### src/rtl/irq_ctrl_pkg.sv
package irq_ctrl_pkg;
  localparam int ID_W   = 4;
  localparam int ADDR_W = 32;

  typedef enum logic [2:0] {
    S_IDLE  = 3'd0,
    S_DRAIN = 3'd1,
    S_TAG   = 3'd2,
    S_SAVE  = 3'd3,
    S_VEC   = 3'd4
  } seq_state_t;

  // vector table slot address: one word per ID
  function automatic logic [ADDR_W-1:0] vec_addr_f(input logic [ADDR_W-1:0] base,
                                                    input logic [ID_W-1:0]   id);
    return base + {{(ADDR_W-ID_W-2){1'b0}}, id, 2'b00};
  endfunction
endpackage

### src/rtl/irq_flags.sv
module irq_flags #(
  parameter int N     = 12,
  parameter int IDX_W = 4
) (
  input  logic             clk,
  input  logic             rst_n,
  input  logic [N-1:0]     req_i,
  input  logic             clr_en_i,
  input  logic [IDX_W-1:0] clr_idx_i,
  output logic [N-1:0]     flags_o
);
  for (genvar g = 0; g < N; g++) begin : g_flag
    logic hit_clr;
    assign hit_clr = clr_en_i && (clr_idx_i == IDX_W'(g));
    always_ff @(posedge clk or negedge rst_n) begin
      if (!rst_n)          flags_o[g] <= 1'b0;
      else if (req_i[g])   flags_o[g] <= 1'b1;   // a new request beats a clear
      else if (hit_clr)    flags_o[g] <= 1'b0;
    end
  end
endmodule

### src/rtl/irq_pick.sv
module irq_pick #(
  parameter int N     = 12,
  parameter int IDX_W = 4
) (
  input  logic             clk,
  input  logic             rst_n,
  input  logic [N-1:0]     pend_i,
  output logic             any_o,
  output logic [IDX_W-1:0] idx_o
);
  always_comb begin
    any_o = |pend_i;
    idx_o = '0;
    for (int i = N - 1; i >= 0; i--)
      if (pend_i[i]) idx_o = IDX_W'(i);
  end

  AST_LOWEST_WINS: assert property (@(posedge clk) disable iff (!rst_n)
    any_o |-> (pend_i[idx_o] && ((pend_i & ((N'(1) << idx_o) - N'(1))) == '0)));
endmodule

### src/rtl/irq_seq.sv
module irq_seq
  import irq_ctrl_pkg::*;
#(
  parameter int IDX_W = 4
) (
  input  logic             clk,
  input  logic             rst_n,
  input  logic             take_i,
  input  logic [IDX_W-1:0] pick_idx_i,
  input  logic             drained_i,
  input  logic             vec_ack_i,
  output seq_state_t       state_o,
  output logic [IDX_W-1:0] idx_o
);
  seq_state_t nxt;

  always_comb begin
    nxt = state_o;
    case (state_o)
      S_IDLE:  if (take_i)    nxt = S_DRAIN;
      S_DRAIN: if (drained_i) nxt = S_TAG;
      S_TAG:                  nxt = S_SAVE;
      S_SAVE:                 nxt = S_VEC;
      S_VEC:   if (vec_ack_i) nxt = S_IDLE;
      default:                nxt = S_IDLE;
    endcase
  end

  always_ff @(posedge clk or negedge rst_n) begin
    if (!rst_n) begin
      state_o <= S_IDLE;
      idx_o   <= '0;
    end else begin
      state_o <= nxt;
      if (state_o == S_IDLE && take_i) idx_o <= pick_idx_i;
    end
  end

  AST_DRAIN_SEEN: assert property (@(posedge clk) disable iff (!rst_n)
    (state_o == S_TAG) |-> $past(drained_i));
endmodule

### src/rtl/irq_entry_ctrl.sv
module irq_entry_ctrl
  import irq_ctrl_pkg::*;
#(
  parameter int N_IRQ  = 12,
  parameter int IRQ_LO = 4,
  parameter int CSR_W  = 16
) (
  input  logic              clk,
  input  logic              rst_n,
  input  logic [N_IRQ-1:0]  irq_req_i,
  input  logic              csr_wr_en_i,
  input  logic [CSR_W-1:0]  csr_wr_data_i,
  input  logic              ier_wr_en_i,
  input  logic [CSR_W-1:0]  ier_wr_data_i,
  input  logic              pipe_empty_i,
  input  logic              mem_idle_i,
  input  logic              slot_done_i,
  input  logic [ADDR_W-1:0] next_pc_i,
  input  logic [ADDR_W-1:0] vec_base_i,
  input  logic              vec_ack_i,
  input  logic [ADDR_W-1:0] vec_data_i,
  input  logic              rti_i,
  output logic [CSR_W-1:0]  csr_o,
  output logic [CSR_W-1:0]  scsr_o,
  output logic [CSR_W-1:0]  ier_o,
  output logic [N_IRQ-1:0]  ifr_o,
  output logic [ADDR_W-1:0] irp_o,
  output logic              fetch_stall_o,
  output logic              shadow_save_o,
  output logic              shadow_restore_o,
  output logic              iack_o,
  output logic [ID_W-1:0]   inum_o,
  output logic              vec_req_o,
  output logic [ADDR_W-1:0] vec_addr_o,
  output logic              pc_load_o,
  output logic [ADDR_W-1:0] pc_val_o
);
  localparam int IDX_W   = $clog2(N_IRQ);
  localparam int GIE_BIT = 0;
  localparam int MST_BIT = 1;
  localparam int INUM_LO = 8;

  seq_state_t       st;
  logic [IDX_W-1:0] pick_idx, cur_idx;
  logic             any_elig, take, rti_go, drained;
  logic [N_IRQ-1:0] elig;
  logic [ID_W-1:0]  cur_id;
  logic             ev_tag, ev_save, ev_vec_done;

  assign elig    = ifr_o & ier_o[IRQ_LO +: N_IRQ];
  assign drained = pipe_empty_i && mem_idle_i && slot_done_i;
  assign rti_go  = (st == S_IDLE) && rti_i;
  assign take    = (st == S_IDLE) && !rti_i && csr_o[GIE_BIT] && ier_o[MST_BIT] && any_elig;
  assign cur_id  = ID_W'(cur_idx) + ID_W'(IRQ_LO);
  assign ev_tag      = (st == S_TAG);
  assign ev_save     = (st == S_SAVE);
  assign ev_vec_done = (st == S_VEC) && vec_ack_i;

  irq_flags #(.N(N_IRQ), .IDX_W(IDX_W)) i_flags (
    .clk(clk), .rst_n(rst_n), .req_i(irq_req_i),
    .clr_en_i(ev_save), .clr_idx_i(cur_idx), .flags_o(ifr_o));

  irq_pick #(.N(N_IRQ), .IDX_W(IDX_W)) i_pick (
    .clk(clk), .rst_n(rst_n), .pend_i(elig), .any_o(any_elig), .idx_o(pick_idx));

  irq_seq #(.IDX_W(IDX_W)) i_seq (
    .clk(clk), .rst_n(rst_n), .take_i(take), .pick_idx_i(pick_idx),
    .drained_i(drained), .vec_ack_i(vec_ack_i), .state_o(st), .idx_o(cur_idx));

  always_ff @(posedge clk or negedge rst_n) begin
    if (!rst_n) begin
      csr_o  <= '0;
      scsr_o <= '0;
      ier_o  <= '0;
      irp_o  <= '0;
    end else begin
      if (ev_tag)          csr_o[INUM_LO +: ID_W] <= cur_id;
      else if (ev_save)    csr_o[GIE_BIT] <= 1'b0;
      else if (rti_go)     csr_o <= scsr_o;
      else if (csr_wr_en_i) csr_o <= csr_wr_data_i;
      if (ev_save) begin
        scsr_o <= csr_o;
        irp_o  <= next_pc_i;
      end
      if (ier_wr_en_i) ier_o <= ier_wr_data_i;
    end
  end

  assign fetch_stall_o    = (st != S_IDLE);
  assign shadow_save_o    = ev_save;
  assign shadow_restore_o = rti_go;
  assign iack_o           = ev_save;
  assign inum_o           = cur_id;
  assign vec_req_o        = (st == S_VEC);
  assign vec_addr_o       = vec_addr_f(vec_base_i, cur_id);
  assign pc_load_o        = rti_go || ev_vec_done;
  assign pc_val_o         = rti_go ? irp_o : vec_data_i;

  AST_ACK_PULSE: assert property (@(posedge clk) disable iff (!rst_n)
    iack_o |=> !iack_o);
  AST_GIE_DROP: assert property (@(posedge clk) disable iff (!rst_n)
    iack_o |=> !csr_o[GIE_BIT]);
  AST_ID_STAMPED: assert property (@(posedge clk) disable iff (!rst_n)
    iack_o |-> (csr_o[INUM_LO +: ID_W] == inum_o));
  AST_STALL_LEADS: assert property (@(posedge clk) disable iff (!rst_n)
    $rose(iack_o) |-> $past(fetch_stall_o, 2));
  AST_RESTORE_IDLE: assert property (@(posedge clk) disable iff (!rst_n)
    shadow_restore_o |-> (!fetch_stall_o && pc_val_o == irp_o));
  AST_SAVE_COPY: assert property (@(posedge clk) disable iff (!rst_n)
    iack_o |=> (scsr_o[INUM_LO +: ID_W] == $past(inum_o)));
endmodule

### config.mk
export PLATFORM = sky130hd
export DESIGN_NAME = irq_entry_ctrl
export DESIGN_NICKNAME = d
export VERILOG_FILES = /design/src/rtl/irq_ctrl_pkg.sv /design/src/rtl/irq_flags.sv /design/src/rtl/irq_pick.sv /design/src/rtl/irq_seq.sv /design/src/rtl/irq_entry_ctrl.sv
export SDC_FILE = /design/constraint.sdc
export NUM_CORES = 1
export LEC_CHECK = 0
export ABC_CLOCK_PERIOD_IN_PS = 2400
export BUFFER_PORTS_ARGS = -buffer_cell sky130_fd_sc_hd__buf_2
export CAP_MARGIN = 5
export CORE_MARGIN = 2
export CORE_UTILIZATION = 23
export CTS_BUF_LIST = sky130_fd_sc_hd__clkbuf_8 sky130_fd_sc_hd__clkbuf_16
export CTS_CLUSTER_DIAMETER = 120
export DETAILED_ROUTE_END_ITERATION = 7
export PLACE_DENSITY_LB_ADDON = 0.2
export SKIP_LAST_GASP = 1
export SYNTH_ARGS = -nofsm -noshare
export SYNTH_HDL_FRONTEND = slang
export SYNTH_HIERARCHICAL = 1
export SYNTH_SLANG_ARGS = --single-unit
### constraint.sdc
create_clock -name clk -period 2.4 [get_ports clk]
set_input_delay 0 -clock clk [delete_from_list [all_inputs] [get_ports clk]]
set_output_delay 0 -clock clk [all_outputs]
set_load 0.02 [all_outputs]
Yosys cells after proc, flatten, opt, wreduce, memory -nomap -nowiden
Cells that the tools add are included.
W data, S select, Z words.

cells by class
  mux-type cells = 46
  bitwise gates (word level) = 3
  $add $sub $neg = 2
  reductions and logical operators = 46
  eq/ne operators = 19

operators with widths
  cell                   count
  $mux W4                13
  $add A32 B6 Y32        1
  $mux W16               2
  $mux W32               1
  $reduce_bool A2 Y1     13
  $mux W1                25
  $logic_and A1 B1 Y1    21
  $eq A4 B3 Y1 const B   4
  $eq A4 B4 Y1 const B   4
  $pmux W3 S5            1
  $and A12 B12 Y12       1
  $reduce_or A12 Y1      1
  $mux W11               1
  $mux W3                3
  $reduce_bool A3 Y1     3
  $eq A4 B2 Y1 const B   2
  $eq A3 B2 Y1 const B   2
  $ne A2 B2 Y1 const B   3
  $reduce_and A3 Y1      2
  $add A4 B3 Y4 const B  1
  $eq A4 B1 Y1 const B   1
  $logic_not A4 Y1       1
  $reduce_and A2 Y1      2
  $eq A3 B1 Y1 const B   1
  6 further kinds        7

word-level totals
  register bits = 99
  output and inout port bits = 166

Logic depth before layout (Yosys ltp)
Gate-level depths: netlist (run 1).

  word-level depth = 13
  depth in mapped cells = 8
  mapped depth without buffers = 7

Cells and area by module
The synthesis (run 1) kept the hierarchy.

by module, submodules not included
  module          cells an instance  times used  area each (sq um)
  irq_entry_ctrl  379                1           4,504.3
  irq_flags       53                 1           565.5
  irq_seq         21                 1           299.0
  irq_pick        22                 1           128.9

Worst setup path before layout (run 1)
OpenSTA, ideal clock, no wires.

  kind = register -> output
  from = register i_seq.idx_o[2]
  to = output vec_addr_o[11]
  cell stages (with the launch flop) = 8
  setup slack = 81 ps
  arrival = 2,319 ps
  required time = 2,400 ps
  cells stage by stage = dfrtp_1 > xor2_1 > ha_1 > o21a_1 > a21oi_1 > buf_2 > nor3_1 > xnor2_1

on the way
  word-level cells in the longest chain between the ends = 2

ends and longest elaborated chain
  element                 line                  RTL
  start, declared         irq_seq.sv:13         output logic [IDX_W-1:0] idx_o
  start signal, assigned  irq_seq.sv:35         if (state_o == S_IDLE && take_i) idx_o <= pick_idx_i;
  $add A4 B3 Y4           irq_entry_ctrl.sv:54  assign cur_id = ID_W'(cur_idx) + ID_W'(IRQ_LO);
  net inum_o[3]           irq_entry_ctrl.sv:32  output logic [ID_W-1:0] inum_o,
  $add A32 B6 Y32         irq_ctrl_pkg.sv:16    return base + {{(ADDR_W-ID_W-2){1'b0}}, id, 2'b00};
  end, declared           irq_entry_ctrl.sv:34  output logic [ADDR_W-1:0] vec_addr_o,

The timed path passes the listed nets, and every way through them passes these cells.

Final worst setup path (run 1)
  from = register i_seq.idx_o[3]
  to = output vec_addr_o[29]

on the way
  word-level cells in the longest chain between the ends = 2

ends and longest elaborated chain
  element          line
  $add A4 B3 Y4    irq_entry_ctrl.sv:54
  $add A32 B6 Y32  irq_ctrl_pkg.sv:16

Every way passes these cells.

==> flow_summary_export.csv, run 1 <==
group,metric,value,unit
synth,avgSynthCellArea,11.57,µm²
routing,routed_wl,18730,µm
finish,fillers,2352,
timing,rsz0062_at_grt,"yes",
synth,synth_xor_area_share,4.461,%
die,rows,56,
place,pre_cts_slack,0.2442,ns
timing,setup_slack,0.08746,ns
die,core_area,23470,µm²
setup_path,cpPeakStageDelay,0.43,ns
place,portBuffers,310,
routing,drtIter0Drc,131,
finish,multi_input_area,2963,µm²
pwr,power.total,8.719,mW
routing,dr.pass1.iters,5,
global_route,grt_util_all_layers,14.26,%
setup_path,crit_path_start_kind,"flip-flop",
synth,synth_top_family_by_area,"multiplexers",
flow_run,max-cap-violations,0,
setup_path,worstPathRequired,2.40,ns
clocking,cts_buffers,9,
setup_path,critPathCaptureType,"output pin",
status,status,"completed",
global_route,antenna_found_initial,1,
clocking,clock_path_buffers,2,
setup_path,crit_path_top_delay_cell,"dfrtp_2",
global_route,overflow,0,
synth,synth_fp_nets,629,
clocking,root_buffer,"clkbuf_16",
setup_path,path_max_fanout,13,
setup_path,cp_cell_sequence,"xor2_2 -> ha_2 -> o21a_1 -> a21oi_2 -> buf_12 -> nor4_4 -> xor2_1 -> buf_4",
setup_path,path_buf_inv,2,
finish,fin_util,36.95,%
setup_path,cp.arrival,2.31,ns
timing,relSlewSlack,42.10,%
synth,netlist_instances,475,
synth,ys_seq_elements,99,
pwr,p_leak,4.055,nW
clocking,cts_max_level,3,
finish,drive_gt1_share,56.22,%
die,die_w,158.6,µm
finish,nNetsFinal,1017,
pwr,ir_worst_vdd,0.4507,mV
clocking,cts.sinks,99,
finish,seq_area,2479,µm²
die,ioPinCount,315,
timing,max_freq,0.4324,GHz
synth,synthAdderAreaFrac,1.274,%
clocking,clk_latency,0.35,ns
timing,clock_skew,0.01321,ns
die,initial_utilization,23.42,%
timing,setup_tns,0,ns
synth,synth_compound_area_share,6.418,%
timing,hold_violations,0,
place,placed_cells,1093,
global_route,grt_pass1_vias,5031,
finish,layout_commonest_cell,"buf_2",
synth,syn_area,5498,µm²
clocking,cts_tree,"done",
clocking,path_clk_slew,0.07,ns
synth,yosysWarnings,6,
routing,viasPerCell,4.274,
synth,ys_types,58,
place,hpwl,13890,µm
die,die_area,25160,µm²
finish,synthToLayoutAreaGrowth,57.76,%
synth,synth_area_leaders,"dfrtp_1 (45%), mux2_2 (21%), xor2_1 (2.9%)",
global_route,grt_max_degree,55,
routing,routedWlPerCell,15.76,µm
timing,worst_slew_pin_slew,0.8685,ns
synth,seq_area_frac_synth,45.06,%
synth,synth_top_area_share,45.06,%
routing,drtAntennaViolNets,0,
setup_path,crit_type,"flip-flop to output pin",
routing,drc,0,
finish,fin_cells,1188,
hold_path,hp-class,"input port to output pin",
global_route,grt_first_pass_wirelength,27540,µm
synth,yosys.area_share.simple,16.14,%
timing,post-route-period-util,96.36,%
setup_path,cpLargestDelayFamily,"flip-flops",
routing,vias,5077,
place,place_congestion,0.7244,
synth,synth.mux.area_fraction,23.05,%
finish,final_cell_mix,"buf_2 (304), mux2_2 (101), dfrtp_1 (98)",
die,die-height,158.6,µm
timing,setup_viol,0,
timing,slew_viol_final,0,
timing,min_period,2.313,ns
pwr,p_per_area,1005,nW/µm²
synth,synth_top_area_cell,"dfrtp_1",
## path summary, 6_finish.rpt
check / start / endpoint / slack, ns / cells after the start
worst max-delay path: i_seq/idx_o[3] / vec_addr_o[29] / 0.09 / 8
worst min-delay path: vec_base_i[0] / vec_addr_o[0] / 0.000007 / 0
worst max register to register: i_seq/state_o[2] / i_seq/idx_o[1] / 0.38 / 4
worst min register to register: csr_o[3] / csr_o[3] / 0.50 / 2
max in group asynchronous: rst_n / i_seq/idx_o[3] / 1.37 / 3
min in group asynchronous: rst_n / csr_o[15] / 0.28 / 2
## state kept, by name (all words and copies together), names as in the netlist
signal	cells
ier_o	16
scsr_o	16
csr_o	16
i_seq/state_o	3
i_seq/idx_o	4
i_flags/flags_o	12
irp_o	32
## layout make-up
class                   instances  area share, %
well taps                     319          4.602
repair buffers                401          28.69
multi-input cells             336          34.16
diodes                          1        0.02885
flip-flops and latches         99          28.58
inverters                      16         0.6924
clock buffers                   9          2.597
clock inverters                 7         0.6492
## cell usage after synthesis (all sizes together)
master   number
mux2        101
dfrtp        99
nor2         21
nand2        19
buf          18
o21ai        18
xor2         18
nor3b        16
inv          15
a21oi        14
mux2i        13
nor3         13
and2         12
xnor2        10
nand3         9
nor4          9
nand4         7
nor2b         7
and4          6
clkbuf        6
ha            4
a41oi         3
nand2b        3
nor4b         3
o221a         3
o31ai         3
a211oi        2
a21o          2
and3          2
and3b         2
nand4b        2
o21a          2
or3           2
a211o         1
clkinv        1
fa            1
nand3b        1
o221ai        1
o22a          1
o22ai         1
o2bb2ai       1
o31a          1
or2           1
or4b          1
## stage by stage
| stage | area (µm²) | hold WS (ns) |
|---|---|---|
| floorplan | 5498 | -0.2956 |
| finish | 8673 | 0.000006525 |
| global placement | 7473 | 0.0002364 |
| detailed placement | 7473 | 0.0002364 |
| global route | 8671 | 0.00005854 |
| CTS | 8568 | 0.0002364 |
## layer usage
metal / vias to the layer above / wire length [µm] / GRT usage (%)
li1: 2492 / - / -
met1: 2371 / 8000 / 17.68
met2: 205 / 8954 / 24.35
met3: 9 / 1611 / 4.300
met4: 0 / 161 / 3.218
met5: - / 0 / 0
## what timing repair did
item                                    in CTS  in global routing
endpoints found under the setup margin      26                 32
hold buffers                                74                  0
resized for setup                           12                 17
hold endpoints to repair                   126                  0
setup buffers                                2                  2
pin swaps                                    4                  6
## where the power goes
| part | leakage (nW) | internal, mW | switching (mW) |
|---|---|---|---|
| registers | 1.15 | 2.28 | 0.474 |
| clock network | 0.142 | 0.722 | 0.712 |
| logic | 2.76 | 1.93 | 2.60 |
| total | 4.05 | 4.93 | 3.79 |
## cell families after synthesis
logic type                 Yosys count
buffers and inverters               40
adders and majority gates            5
and+or+nand+nor                    136
AOI/OAI and AO/OA                   53
DFF                                 99
muxes                              114
xor gates and xnor gates            28
Note: power is estimated with default switching activity, not from simulation.
==> run 2, diff against run 1 <==
SETUP_SLACK_MARGIN = 0.1   (was unset)
==> flow_summary_export.csv, run 2 (same netlist as run 1, synthesis figures left out) <==
group,metric,value,unit
finish,fin_area,8825,µm²
pwr,p_seq_share,31.4,%
clocking,path_clk_slew,0.07,ns
hold_path,hp-class,"input port to output pin",
place,dpl_cell_area,7476,µm²
setup_path,worstPathRequired,2.40,ns
flow_run,max-cap-violations,0,
routing,drc,0,
pwr,swShare,43.30,%
setup_path,path_max_fanout,3,
timing,setup_viol,0,
place,portBuffers,310,
routing,drtIter0Drc,215,
clocking,cts.sinks,99,
routing,routedWlPerCell,16.08,µm
setup_path,crit_type,"flip-flop to output pin",
timing,min_period,2.274,ns
global_route,grt_util_all_layers,14.54,%
status,status,"completed",
timing,whs,0.000006543,ns
die,die-height,158.6,µm
finish,layout_commonest_cell,"buf_2",
timing,worst_slew_pin_slew,0.8595,ns
pwr,clkPwrFrac,16.4,%
global_route,antenna_found_initial,3,
die,die_w,158.6,µm
global_route,overflow,0,
timing,post-route-period-util,94.75,%
routing,vias,5094,
setup_path,critPathCaptureType,"output pin",
die,rows,56,
finish,largest_register,"irp_o",
pwr,ir_worst_vdd,0.4402,mV
place,place_congestion,0.7216,
finish,drive_gt1_share,57.21,%
finish,final_cell_mix,"buf_2 (299), mux2_2 (101), dfrtp_1 (96)",
clocking,clock_path_buffers,2,
global_route,grt_pass1_vias,5148,
global_route,grt_max_degree,49,
pwr,combinationalPowerShare,52.2,%
finish,nNetsFinal,1023,
finish,largest_reg_flops,32,
clocking,cts_tree,"done",
die,core_area,23470,µm²
timing,max_freq,0.4397,GHz
clocking,cts_max_level,3,
die,ioPinCount,315,
clocking,root_buffer,"clkbuf_16",
place,hpwl,14270,µm
timing,relSlewSlack,42.70,%
routing,dr.pass1.iters,4,
finish,synthToLayoutAreaGrowth,60.51,%
clocking,cts_buffers,9,
pwr,switching_power,3.837,mW
die,initial_utilization,23.42,%
place,pre_cts_slack,0.2408,ns
pwr,internal-power,5.023,mW
routing,routed_wl,19200,µm
timing,setup_tns,0,ns
timing,hold_violations,0,
timing,slew_viol_final,0,
global_route,grt_first_pass_wirelength,27990,µm
timing,clock_skew,0.008639,ns
hold_path,hold_depth,0,
setup_path,crit_path_start_kind,"flip-flop",
pwr,p_per_area,1004,nW/µm²
die,die_area,25160,µm²
timing,setup_slack,0.1259,ns
timing,rsz0062_at_grt,"yes",
routing,viasPerCell,4.266,
pwr,p_leak,4.104,nW
clocking,clk_latency,0.35,ns
setup_path,cp.arrival,2.27,ns
routing,drtAntennaViolNets,0,
setup_path,reg2reg_depth,7,
==> run 2: cell count changes in the layout (fill, tap and decap cells not counted), sizes merged <==
cell and delta:
clkinvlp +1, inv -2, buf +6, clkbuf +1
==> run 2: area by class of cell <==
cell class | count | area (µm²)
Antenna cell | 1 | 2.502
Clock buffer | 10 | 239.0
Clock inverter | 6 | 58.81
Fill cell | 2347 | 14650
Inverter | 16 | 60.06
Multi-Input combinational cell | 336 | 3047
Sequential cell | 99 | 2481
Tap cell | 319 | 399.1
Timing Repair Buffer | 407 | 2537
==> run 2: power groups by stage <==
stage                     registers [mW]  clock network [mW]  logic [mW]
after detailed placement            2.82                   0        4.38
after global placement              2.80                   0        4.38
final                               2.78                1.45        4.62
after CTS                           2.78                1.54        4.60
after floorplan                     3.46                   0        2.04
after global routing                2.88                1.61        5.01
==> run 2: path summary, 6_finish.rpt <==
check,slack (ns),startpoint,endpoint
worst min register to register,0.51,csr_o[14],csr_o[14]
worst min-delay path,0.000007,vec_base_i[0],vec_addr_o[0]
worst max-delay path,0.13,i_seq/idx_o[0],vec_addr_o[26]
worst max register to register,0.43,i_flags/flags_o[8],i_seq/idx_o[2]
min in group asynchronous,0.18,rst_n,irp_o[22]
max in group asynchronous,1.53,rst_n,i_flags/flags_o[4]
==> run 2: per-layer routing <==
metal	up-vias	track usage (%)	share of wire [%]
met5	-	0	0.14
met4	4	2.660	1.1
met3	19	4.927	8.9
met2	214	26.30	49
met1	2360	16.73	41
li1	2497	-	-
==> run 2: critical path, cell delays in order, from the launching register on <==
cell and delay [ns]:
dfrtp_1 0.38, ha_4 0.14, inv_2 0.03, fa_2 0.36, nor2b_4 0.17, o221ai_4 0.16, nor4_4 0.32, xor2_1 0.19
buf_4 0.16
==> run 2: through the flow <==
| stage | utilization, % | total power [mW] | std cells |
|---|---|---|---|
| 3_5_place_dp | 31.85 | 7.198 | 1094 |
| 4_1_cts | 36.95 | 8.922 | 1189 |
| 3_3_place_gp | 31.85 | 7.173 | 1094 |
| 2_1_floorplan | - | 5.495 | 475 |
| 6_report | 37.60 | 8.860 | 1194 |
| 5_1_grt | 37.59 | 9.501 | 1193 |
==> run 2: timing repair <==
| item | in CTS | in global routing |
|---|---|---|
| buffers inserted | 4 | 4 |
| hold buffers | 74 | 0 |
| gates resized for setup | 26 | 22 |
| cloned | 1 | 0 |
| endpoints found under the setup margin | 25 | 53 |
| endpoints found under the hold margin | 111 | 0 |
| pin swaps | 5 | 11 |
